==> src/rtl/hour_keeper_pkg.sv <==
package hour_keeper_pkg;

  localparam int unsigned HOUR_W   = 8;
  localparam int unsigned BIN_W    = 5;
  localparam int unsigned BCD_W    = 6;
  localparam int unsigned PM_BIT   = HOUR_W - 1;
  localparam int unsigned HOURS_DAY = 24;
  localparam int unsigned HALF_DAY  = HOURS_DAY / 2;

  function automatic logic [BIN_W-1:0] bcd_to_bin(input logic [BCD_W-1:0] b);
    logic [BIN_W-1:0] tens;
    tens = BIN_W'(b[5:4]);
    return BIN_W'(tens * BIN_W'(10)) + BIN_W'(b[3:0]);
  endfunction

  function automatic logic [BCD_W-1:0] bin_to_bcd(input logic [BIN_W-1:0] v);
    logic [1:0] tens;
    logic [BIN_W-1:0] rest;
    if (v >= BIN_W'(20)) tens = 2'd2;
    else if (v >= BIN_W'(10)) tens = 2'd1;
    else tens = 2'd0;
    rest = v - BIN_W'(BIN_W'(tens) * BIN_W'(10));
    return {tens, rest[3:0]};
  endfunction

endpackage

==> src/rtl/hour_fmt_convert.sv <==
module hour_fmt_convert
  import hour_keeper_pkg::*;
(
  input  logic [HOUR_W-1:0] hour_in,
  input  logic              to_12h,
  output logic [HOUR_W-1:0] hour_out
);

  logic [BIN_W-1:0] val;
  logic [BIN_W-1:0] res;
  logic             pm_out;
  logic             pm_in;

  assign pm_in = hour_in[PM_BIT];

  always_comb begin
    val    = bcd_to_bin(hour_in[BCD_W-1:0]);
    res    = val;
    pm_out = 1'b0;
    if (to_12h) begin
      pm_out = (val >= BIN_W'(HALF_DAY));
      if (val == '0)                    res = BIN_W'(HALF_DAY);
      else if (val > BIN_W'(HALF_DAY))  res = val - BIN_W'(HALF_DAY);
      else                              res = val;
    end else begin
      if (val == BIN_W'(HALF_DAY))      res = pm_in ? BIN_W'(HALF_DAY) : '0;
      else if (pm_in)                   res = val + BIN_W'(HALF_DAY);
      else                              res = val;
    end
    hour_out = {pm_out, 1'b0, bin_to_bcd(res)};
  end

endmodule

==> src/rtl/hour_step.sv <==
module hour_step
  import hour_keeper_pkg::*;
(
  input  logic [HOUR_W-1:0] hour_in,
  input  logic              mode_12h,
  output logic [HOUR_W-1:0] hour_out,
  output logic              wrap
);

  logic [BIN_W-1:0] val;
  logic [BIN_W-1:0] nxt;
  logic             pm_in;
  logic             pm_nxt;

  assign pm_in = hour_in[PM_BIT];

  always_comb begin
    val    = bcd_to_bin(hour_in[BCD_W-1:0]);
    nxt    = val + BIN_W'(1);
    pm_nxt = 1'b0;
    wrap   = 1'b0;
    if (!mode_12h) begin
      if (val >= BIN_W'(HOURS_DAY - 1)) begin
        nxt  = '0;
        wrap = 1'b1;
      end
    end else begin
      pm_nxt = pm_in;
      if (val >= BIN_W'(HALF_DAY) || val == '0) begin
        nxt = BIN_W'(1);
      end else if (val == BIN_W'(HALF_DAY - 1)) begin
        nxt    = BIN_W'(HALF_DAY);
        pm_nxt = ~pm_in;
        wrap   = pm_in;
      end
    end
    hour_out = {pm_nxt, 1'b0, bin_to_bcd(nxt)};
  end

endmodule

==> src/rtl/hour_keeper.sv <==
module hour_keeper
  import hour_keeper_pkg::*;
#(
  parameter logic [7:0] RESET_HOURS = 8'h00
) (
  input  logic       clk,
  input  logic       rst,
  input  logic       hour_tick,
  input  logic       fmt_12h,
  input  logic       wr_en,
  input  logic [7:0] wr_data,
  output logic [7:0] hours_q,
  output logic       day_carry
);

  logic              mode_q;
  logic              mode_flip;
  logic [HOUR_W-1:0] conv_val;
  logic [HOUR_W-1:0] base_val;
  logic [HOUR_W-1:0] step_val;
  logic              step_wrap;
  logic [HOUR_W-1:0] load_val;

  assign mode_flip = fmt_12h ^ mode_q;

  hour_fmt_convert u_conv (
    .hour_in  (hours_q),
    .to_12h   (fmt_12h),
    .hour_out (conv_val)
  );

  assign base_val = mode_flip ? conv_val : hours_q;

  hour_step u_step (
    .hour_in  (base_val),
    .mode_12h (fmt_12h),
    .hour_out (step_val),
    .wrap     (step_wrap)
  );

  assign load_val = {fmt_12h & wr_data[PM_BIT], 1'b0, wr_data[BCD_W-1:0]};

  always_ff @(posedge clk) begin
    if (rst) begin
      mode_q    <= 1'b0;
      hours_q   <= RESET_HOURS;
      day_carry <= 1'b0;
    end else begin
      mode_q <= fmt_12h;
      if (wr_en) begin
        hours_q   <= load_val;
        day_carry <= 1'b0;
      end else if (hour_tick) begin
        hours_q   <= step_val;
        day_carry <= step_wrap;
      end else begin
        hours_q   <= base_val;
        day_carry <= 1'b0;
      end
    end
  end

  // no PM flag while counting in 24-hour format; bit 6 never set
  p_flag_zero_24h_r6: assert property (@(posedge clk) disable iff (rst)
    !mode_q |-> (hours_q[PM_BIT] == 1'b0 && hours_q[6] == 1'b0));

  // a carry pulse only follows a tick without a write
  p_carry_cause_r3: assert property (@(posedge clk) disable iff (rst)
    day_carry |-> ($past(hour_tick) && !$past(wr_en)));

  // a carry always lands on midnight in the active format
  p_carry_midnight_r5: assert property (@(posedge clk) disable iff (rst)
    day_carry |-> (hours_q == (mode_q ? 8'h12 : 8'h00)));

  // idle cycles keep the hour
  p_hold_idle_r11: assert property (@(posedge clk) disable iff (rst)
    (!wr_en && !hour_tick && (fmt_12h == mode_q)) |=> ($stable(hours_q) && !day_carry));

  // a write lands in the next cycle
  p_write_lands_r9: assert property (@(posedge clk) disable iff (rst)
    wr_en |=> (hours_q[BCD_W-1:0] == $past(wr_data[BCD_W-1:0]) && !day_carry));

  // the PM flag only changes on an 11 -> 12 step or a format change or a write
  p_flag_toggle_r4: assert property (@(posedge clk) disable iff (rst)
    (mode_q && fmt_12h && !wr_en && hour_tick && hours_q[BCD_W-1:0] != 6'h11)
      |=> $stable(hours_q[PM_BIT]));

endmodule

==> config.mk <==
export PLATFORM = sky130hd
export DESIGN_NAME = hour_keeper
export DESIGN_NICKNAME = d
export VERILOG_FILES = /design/src/rtl/hour_keeper_pkg.sv /design/src/rtl/hour_fmt_convert.sv /design/src/rtl/hour_step.sv /design/src/rtl/hour_keeper.sv
export SDC_FILE = /design/constraint.sdc
export NUM_CORES = 1
export LEC_CHECK = 0
export BUFFER_PORTS_ARGS = -buffer_cell sky130_fd_sc_hd__buf_4
export CAP_MARGIN = 30
export CORE_UTILIZATION = 40
export CTS_CLUSTER_SIZE = 8
export DETAILED_ROUTE_END_ITERATION = 6
export GPL_TIMING_DRIVEN = 0
export PLACE_DENSITY = 0.55
export SKIP_LAST_GASP = 1
export SYNTH_ARGS = -nofsm -noshare
export SYNTH_HDL_FRONTEND = slang
export SYNTH_SLANG_ARGS = --single-unit
==> constraint.sdc <==
create_clock -name clk -period 8.3 [get_ports clk]
set_input_delay 0.83 -clock clk [delete_from_list [all_inputs] [get_ports clk]]
set_output_delay 0.83 -clock clk [all_outputs]
set_load 0.005 [all_outputs]
==> impl_metrics.py, run 1 <==
metrics = {
    "timing": {
        "rsz0062_at_grt": "no",
        "fin_setup_tns_ns": 0,
        "fmax_mhz": 130,
        "period_minus_slack_ns": 7.69,
        "max_slew_margin": 0.604,
        "setup_viol": 0,
        "fin_skew_ns": 0.00150,
        "hold_viol": 0,
        "post-route-period-util": 0.927,
        "finalMaxSlewViolations": 0,
        "tightestPinTransition_ns": 0.591,
    },
    "place": {
        "dp_hpwl_um": 3550,
        "port_buffers": 18,
        "place.gp.congestion": 0.920,
    },
    "route": {
        "wl_um": 4400,
        "vias": 1624,
        "detail-route-antenna-nets": 0,
        "routedWlPerCell_um": 16.0,
        "viasPerCell": 5.88,
        "first_iter_violations": 82,
        "drt_pass1_iterations": 4,
        "drc": 0,
    },
    "worst_setup_path": {
        "crit_arrival_ns": 7.82,
        "cp_slowest_stage_delay_ns": 0.50,
        "cpMostUsedCell": "ha_1",
        "start_kind": "register",
        "worstPathRequired_ns": 8.43,
        "crit_type": "register to register",
        "critPathSlowestCell": "or4_1",
        "path_max_fanout": 10,
        "r2r_cells": 28,
        "rr_startpoint": "hours_q[5]$_SDFF_PP0_",
        "critPathCaptureType": "register",
        "r2r_slack_ns": 0.61,
        "rr_endpoint": "hours_q[3]$_SDFF_PP0_",
    },
    "synthesis": {
        "avgSynthCellArea_sq_um": 7.49,
        "syn_nets": 235,
        "synth-seq-cells": 9,
        "ys_seq_area_frac": 0.117,
        "syn_area_sq_um": 1540,
        "synth_edf_count": 0,
        "synth_cell_types": 56,
        "netlist_instances": 205,
        "synthFlopType": "dfxtp_1",
        "yosys_warnings": 0,
        "async_flop_share": 0,
    },
    "global_routing": {
        "grt_pass1_wl_um": 7260,
        "grt_pass1_vias": 1568,
        "grt-ovfl-total": 0,
        "grt_max_degree": 11,
        "antenna_found_initial": 0,
        "grt_util_all_layers": 0.228,
    },
    "clocking": {
        "h-tree-depth": 1,
        "clock_latency_ns": 0.23,
        "clk_path_buf_depth": 2,
        "cts_hold_buf": 0,
        "cts_made_buffers": 3,
        "cts_tree": "yes",
        "clk_pin_slew_ns": 0.04,
        "cts_num_sinks": 9,
        "cts_root_buffer": "clkbuf_8",
    },
    "worst_hold_path": {
        "hold_path.class": "register to register",
        "min_to": "hours_q[0]$_SDFF_PP0_",
        "whs_path_depth": 4,
        "hold_start": "hours_q[0]$_SDFF_PP0_",
    },
    "finish": {
        "fillers": 381,
        "nNetsFinal": 259,
        "layout_common_cells": "nand2_1 (25), buf_4 (20), inv_1 (18), a21oi_1 (18), nor2_1 (14)",
        "final_common_cell": "nand2_1",
        "diodes": 0,
        "drive_gt1_frac": 0.202,
        "layout-area-overhead-vs-synth_pct": 17.8,
    },
    "floorplan": {
        "die_w_um": 64.0,
        "dieArea_sq_um": 4090,
        "initial_core_util": 0.419,
        "ios": 22,
        "core_sq_um": 3660,
        "core.rowCount": 22,
        "die_y_um": 64.0,
    },
    "job": {
        "cap_violations": 0,
    },
    "run_status": {
        "outcome": "completed",
    },
}
## critical path: cells and delay by family (launching register included)
kind | cells | cell delay [ns]
AOI/OAI and AO/OA | 8 | 1.64
xor gates and xnor gates | 2 | 0.65
DFF | 1 | 0.49
muxes | 2 | 0.56
and+or+nand+nor | 6 | 1.73
buffers and inverters | 3 | 0.39
adders and majority gates | 7 | 2.13
## through the flow
step | hold slack, ns | setup slack [ns] | cells | util | area, sq um
floorplan | 0.658 | 1.24 | 205 | - | 1540
finish | 0.851 | 0.610 | 276 | 0.494 | 1810
CTS | 0.835 | 0.299 | 275 | 0.485 | 1780
global placement | 0.837 | 0.437 | 271 | 0.473 | 1730
global route | 0.869 | 0.0893 | 276 | 0.494 | 1810
detailed placement | 0.828 | 0.336 | 271 | 0.473 | 1730
## cell usage after synthesis (3+ instances only)
library cell  count  share of area
mux2_2            3          0.022
nor3_1            6          0.020
o21ai_0          10          0.033
fa_1              4          0.052
dfxtp_1           9           0.12
o211ai_1          3          0.015
xnor2_1           3          0.017
nand3_1          10          0.033
nor2_1           14          0.034
a211o_1           3          0.017
a31o_2            3          0.017
inv_1            18          0.044
and3_1            3          0.012
nand2_1          25          0.061
o31ai_1           3          0.015
clkbuf_1          6          0.015
xor2_1            3          0.017
a211oi_1          3          0.015
ha_1             13           0.11
a21oi_1          19          0.062
## cells by family after synthesis
family,count (synthesis),share of synthesized area
AND/OR/NAND/NOR,77,0.262
AO/OA/AOI/OAI,64,0.305
buffers and inverters,25,0.0636
adder cells (fa/ha/maj),17,0.158
flip-flops,9,0.117
XOR/XNOR,7,0.0522
multiplexers,5,0.0391
other,1,0.00244
## layout make-up
type                            count  area, sq um  share of cell area
Buffer                              7         30.0              0.0166
Clock buffer                        4         45.0              0.0249
Inverter                           18         67.6              0.0374
Multi-Input combinational cell    171         1280               0.709
Sequential cell                     9          180              0.0997
Tap cell                           48         60.1              0.0332
Timing Repair Buffer               19          143              0.0789
## sequential cells by signal, summed over array words and instances, names as in the netlist
signal and count:
mode_q 1, day_carry 1, hours_q 7
## metal layers
layer,GRT usage,vias to the layer above,share of wire
met5,0,-,0
met4,0.0994,0,0.031
met3,0.0196,12,0.033
met2,0.414,51,0.51
met1,0.269,769,0.43
li1,-,792,-
## repair_timing
action	in CTS	in global routing
setup buffers	0	1
endpoints found under the setup margin	0	1
resized for setup	0	4
## how the worst max path moves through the flow
stage | start | end | slack (ns) | cells past startpoint
floorplan | hours_q[4]$_SDFF_PP0_ | hours_q[3]$_SDFF_PP0_ | 1.24 | 29
global placement | hours_q[4]$_SDFF_PP0_ | hours_q[3]$_SDFF_PP0_ | 0.44 | 29
detailed placement | hours_q[5]$_SDFF_PP0_ | hours_q[3]$_SDFF_PP0_ | 0.34 | 28
CTS | hours_q[5]$_SDFF_PP0_ | hours_q[3]$_SDFF_PP0_ | 0.30 | 28
global route | hours_q[5]$_SDFF_PP0_ | hours_q[3]$_SDFF_PP0_ | 0.09 | 28
finish | hours_q[5]$_SDFF_PP0_ | hours_q[3]$_SDFF_PP0_ | 0.61 | 28
Power of run 1 is left out: the tool's default activity adds up to more than one toggle a clock period on the data nets, which glitch-free logic cannot reach.
==> run 2: changes to the inputs <==
Settings changed: CORE_MARGIN set to 8, CORE_UTILIZATION 40 to 41, PLACE_DENSITY 0.55 to 0.56.
==> run 2 against run 1 <==
Against the previous run:
- hold slack lost 0.0038 ns
- via count decreased by 2.5%
- highest routed layer unchanged
- largest cell class unchanged
- critical path type unchanged
- sequential cell count unchanged
==> impl_metrics.py, run 2 (synthesis results as in run 1) <==
metrics = {
    "clocking": {
        "cts_tree": "yes",
        "cts_root_buffer": "clkbuf_8",
        "h-tree-depth": 1,
        "clk_pin_slew_ns": 0.04,
        "clock_latency_ns": 0.22,
        "cts_hold_buf": 0,
        "cts_made_buffers": 3,
        "clk_path_buf_depth": 2,
        "cts_num_sinks": 9,
    },
    "worst_setup_path": {
        "r2r_slack_ns": 0.54,
        "rr_startpoint": "hours_q[4]$_SDFF_PP0_",
        "critPathCaptureType": "register",
        "cp_slowest_stage_delay_ns": 0.44,
        "crit_arrival_ns": 7.90,
        "r2r_cells": 28,
        "start_kind": "register",
        "cpMostUsedCell": "ha_1",
        "rr_endpoint": "hours_q[3]$_SDFF_PP0_",
        "critPathSlowestCell": "or3b_4",
        "worstPathRequired_ns": 8.43,
        "path_max_fanout": 10,
        "crit_type": "register to register",
    },
    "floorplan": {
        "ios": 22,
        "die_w_um": 77.2,
        "initial_core_util": 0.423,
        "core.rowCount": 22,
        "dieArea_sq_um": 5960,
        "die_y_um": 77.2,
        "core_sq_um": 3630,
    },
    "timing": {
        "fmax_mhz": 129,
        "setup_viol": 0,
        "hold_viol": 0,
        "fin_skew_ns": 0.00226,
        "rsz0062_at_grt": "no",
        "max_slew_margin": 0.563,
        "tightestPinTransition_ns": 0.652,
        "finalMaxSlewViolations": 0,
        "fin_setup_tns_ns": 0,
        "period_minus_slack_ns": 7.76,
        "post-route-period-util": 0.935,
    },
    "route": {
        "first_iter_violations": 84,
        "wl_um": 4460,
        "drc": 0,
        "detail-route-antenna-nets": 0,
        "viasPerCell": 5.76,
        "routedWlPerCell_um": 16.2,
        "drt_pass1_iterations": 4,
        "vias": 1584,
    },
    "finish": {
        "drive_gt1_frac": 0.189,
        "layout_common_cells": "nand2_1 (25), buf_4 (19), inv_1 (18), a21oi_1 (18), nor2_1 (14)",
        "multi_input_area_sq_um": 1270,
        "regArea_sq_um": 180,
        "reg_top3": "hours_q: 7 flops, day_carry: 1 flops, mode_q: 1 flops",
        "regMostFlops": "hours_q",
        "fillers": 392,
        "largest_register_ffs": 7,
        "diodes": 0,
        "final_common_cell": "nand2_1",
        "layout-area-overhead-vs-synth_pct": 16.4,
        "nNetsFinal": 258,
    },
    "place": {
        "place.gp.congestion": 0.889,
        "port_buffers": 18,
        "dp_hpwl_um": 3650,
    },
    "global_routing": {
        "grt-ovfl-total": 0,
        "grt_max_degree": 11,
        "grt_pass1_wl_um": 7230,
        "grt_util_all_layers": 0.143,
        "grt_pass1_vias": 1552,
        "antenna_found_initial": 0,
    },
    "worst_hold_path": {
        "hold_path.class": "register to register",
        "min_to": "hours_q[3]$_SDFF_PP0_",
        "hold_start": "hours_q[3]$_SDFF_PP0_",
        "whs_path_depth": 4,
    },
    "job": {
        "cap_violations": 0,
    },
    "run_status": {
        "outcome": "completed",
    },
}
-- run 2: cell types whose count changed in the layout (fill, tap and decap cells not counted), sizes merged --
cell and delta:
buf -1
-- run 2: worst max-delay path by stage --
stage                               start                     to  slack [ns]  cells after the start
finish              hours_q[4]$_SDFF_PP0_  hours_q[3]$_SDFF_PP0_        0.54                     28
global route        hours_q[4]$_SDFF_PP0_  hours_q[3]$_SDFF_PP0_        0.05                     28
CTS                 hours_q[4]$_SDFF_PP0_  hours_q[3]$_SDFF_PP0_        0.40                     29
detailed placement  hours_q[4]$_SDFF_PP0_  hours_q[3]$_SDFF_PP0_        0.44                     29
global placement    hours_q[4]$_SDFF_PP0_  hours_q[3]$_SDFF_PP0_        0.47                     29
floorplan           hours_q[4]$_SDFF_PP0_  hours_q[3]$_SDFF_PP0_        1.24                     29
-- run 2: area by class of cell --
| class | count | share of cell area |
|---|---|---|
| well taps | 48 | 0.0336 |
| inverters | 18 | 0.0378 |
| plain buffers | 7 | 0.0168 |
| clock buffers | 4 | 0.0252 |
| multi-input cells | 171 | 0.710 |
| flip-flops and latches | 9 | 0.101 |
| repair buffers | 18 | 0.0756 |
-- run 2: metrics by stage --
stage / worst slack (ns) / hold slack (ns) / cell area, sq um / instances / util
after global placement: 0.474 / 0.829 / 1730 / 271 / 0.476
after CTS: 0.397 / 0.845 / 1780 / 275 / 0.489
after global routing: 0.0530 / 0.874 / 1790 / 275 / 0.492
after detailed placement: 0.440 / 0.836 / 1730 / 271 / 0.476
after floorplan: 1.24 / 0.658 / 1540 / 205 / -
final: 0.538 / 0.847 / 1790 / 275 / 0.492
-- run 2: critical path: cells and delay by family, from the launching register on --
kind	cells	cell delay, ns
adder cells (fa/ha/maj)	8	2.31
AO/OA/AOI/OAI	9	2.09
AND/OR/NAND/NOR	4	1.40
multiplexers	2	0.63
XOR/XNOR	2	0.57
flip-flops	1	0.39
buffers and inverters	3	0.27
-- run 2: routing by layer --
metal	vias up	global-route usage	routed length [um]
li1	793	-	-
met1	754	0.164	1900
met2	35	0.274	2390
met3	2	0.0198	137
met4	0	0.0189	26
met5	-	0	0
-- run 2: what timing repair did --
item                       in CTS  in global routing
gates resized for setup         0                  2
buffers inserted                0                  0
setup endpoints to repair       0                  1
Power of run 2 is left out for the same reason.
==> run 3: changes to the inputs <==
Settings changed: CORE_MARGIN 8 to 5, HOLD_SLACK_MARGIN set to 0.15.
==> run 3 against run 2 <==
Against the previous run:
- clock skew down 0.0016 ns
- hold slack worse by 0.034 ns
- register-to-register slack worse by 0.16 ns
- cell count unchanged
- first-iteration DRC count down 1.2%
- via count up 0.63%
- global-route usage up 3.8 points
- sequential share of layout area about the same
- sequential cell count unchanged
- die area down 15%
- count of clock-buffer cells in the layout unchanged
- final area down 0.21%
- highest routed layer unchanged
==> impl_metrics.py, run 3 (synthesis results as in run 1) <==
metrics = {
    "timing": {
        "finalMaxSlewViolations": 0,
        "fmax_mhz": 126,
        "rsz0062_at_grt": "no",
        "fin_setup_tns_ns": 0,
        "max_slew_margin": 0.568,
        "fin_skew_ns": 0.000608,
        "tightestPinTransition_ns": 0.643,
        "hold_viol": 0,
        "post-route-period-util": 0.954,
        "period_minus_slack_ns": 7.92,
        "setup_viol": 0,
    },
    "floorplan": {
        "ios": 22,
        "die_w_um": 71.2,
        "initial_core_util": 0.423,
        "core_sq_um": 3630,
        "core.rowCount": 22,
        "dieArea_sq_um": 5070,
        "die_y_um": 71.2,
    },
    "global_routing": {
        "busiest_layer": "met2",
        "grt_pass1_vias": 1614,
        "met3_usage": 0.0213,
        "grt_max_degree": 11,
        "grt_util_all_layers": 0.181,
        "grtUsageMet2": 0.315,
        "grt_pass1_wl_um": 7480,
        "grt-ovfl-total": 0,
        "antenna_found_initial": 0,
        "grt_use_met1": 0.224,
    },
    "worst_hold_path": {
        "hold_start": "hours_q[3]$_SDFF_PP0_",
        "whs_path_depth": 4,
        "hold_path.class": "register to register",
        "min_to": "hours_q[3]$_SDFF_PP0_",
    },
    "route": {
        "detail-route-antenna-nets": 0,
        "wl_um": 4510,
        "first_iter_violations": 83,
        "vias": 1594,
        "drt_pass1_iterations": 4,
        "viasPerCell": 5.80,
        "routedWlPerCell_um": 16.4,
        "drc": 0,
    },
    "finish": {
        "layout_common_cells": "nand2_1 (25), a21oi_1 (19), buf_4 (19)",
        "largest_register_ffs": 7,
        "reg_top3": "hours_q: 7 flops, day_carry: 1 flops, mode_q: 1 flops",
        "nNetsFinal": 258,
        "drive_gt1_frac": 0.185,
        "regMostFlops": "hours_q",
        "layout-area-overhead-vs-synth_pct": 16.1,
        "final_common_cell": "nand2_1",
        "diodes": 0,
    },
    "place": {
        "dp_hpwl_um": 3670,
        "place.gp.congestion": 0.921,
        "port_buffers": 18,
    },
    "worst_setup_path": {
        "crit_arrival_ns": 8.06,
        "r2r_slack_ns": 0.38,
        "cp_slowest_stage_delay_ns": 0.44,
        "worstPathRequired_ns": 8.45,
        "crit_type": "register to register",
        "critPathCaptureType": "register",
        "r2r_cells": 28,
        "rr_startpoint": "hours_q[4]$_SDFF_PP0_",
        "path_max_fanout": 10,
        "cpMostUsedCell": "ha_1",
        "rr_endpoint": "hours_q[3]$_SDFF_PP0_",
        "start_kind": "register",
        "critPathSlowestCell": "or3b_4",
    },
    "clocking": {
        "post_cts_buffers": 0,
        "clk_pin_slew_ns": 0.04,
        "clk_path_buf_depth": 2,
        "cts_hold_buf": 0,
        "cts_made_buffers": 3,
        "cts_num_sinks": 9,
        "cts_tree": "yes",
        "cts_root_buffer": "clkbuf_8",
        "cts.repair.resized": 0,
        "clock_latency_ns": 0.23,
        "h-tree-depth": 1,
    },
    "job": {
        "cap_violations": 0,
    },
    "run_status": {
        "outcome": "completed",
    },
}
==> run 3: changes by cell type in the layout (fill, tap and decap cells not counted) <==
cell	before	now
a21oi_1	18	19
a21oi_2	2	1
==> run 3: worst max path at each step <==
stage                          start  slack [ns]  cells after the start               endpoint
2_1_floorplan  hours_q[4]$_SDFF_PP0_        1.24                     29  hours_q[3]$_SDFF_PP0_
3_3_place_gp   hours_q[4]$_SDFF_PP0_        0.52                     29  hours_q[3]$_SDFF_PP0_
3_5_place_dp   hours_q[4]$_SDFF_PP0_        0.33                     28  hours_q[3]$_SDFF_PP0_
4_1_cts        hours_q[4]$_SDFF_PP0_        0.31                     28  hours_q[3]$_SDFF_PP0_
5_1_grt        hours_q[4]$_SDFF_PP0_        0.09                     28  hours_q[3]$_SDFF_PP0_
6_report       hours_q[4]$_SDFF_PP0_        0.38                     28  hours_q[3]$_SDFF_PP0_
==> run 3: area by class of cell <==
type / instances / area [sq um]
sequential: 9 / 180
multi-input combinational: 171 / 1260
clock buffer: 4 / 45.0
timing repair buffer: 18 / 135
inverter: 18 / 67.6
buffer: 7 / 30.0
fill: 383 / 1850
tap: 48 / 60.1
==> run 3: critical path, delay by kind of cell (launching register included) <==
family	cells	cell delay [ns]
flip-flops	1	0.41
AND/OR/NAND/NOR	4	1.44
buffers and inverters	3	0.28
AO/OA/AOI/OAI	9	2.21
multiplexers	2	0.63
XOR/XNOR	2	0.56
adder cells (fa/ha/maj)	8	2.30
==> run 3: through the flow <==
stage                     cell area, sq um  setup slack [ns]  hold WS (ns)  instances   util
after global routing                  1780            0.0900         0.837        275  0.491
final                                 1780             0.382         0.813        275  0.491
after global placement                1730             0.516         0.825        271  0.476
after CTS                             1780             0.314         0.819        275  0.489
after detailed placement              1730             0.332         0.812        271  0.476
after floorplan                       1540              1.24         0.658        205      -
==> run 3: routing by layer <==
metal	part of all wire	up-vias	wire, um
li1	-	795	-
met1	0.42	741	1910
met2	0.51	44	2300
met3	0.039	14	177
met4	0.028	0	124
met5	0	-	0
Power of run 3 is left out for the same reason.
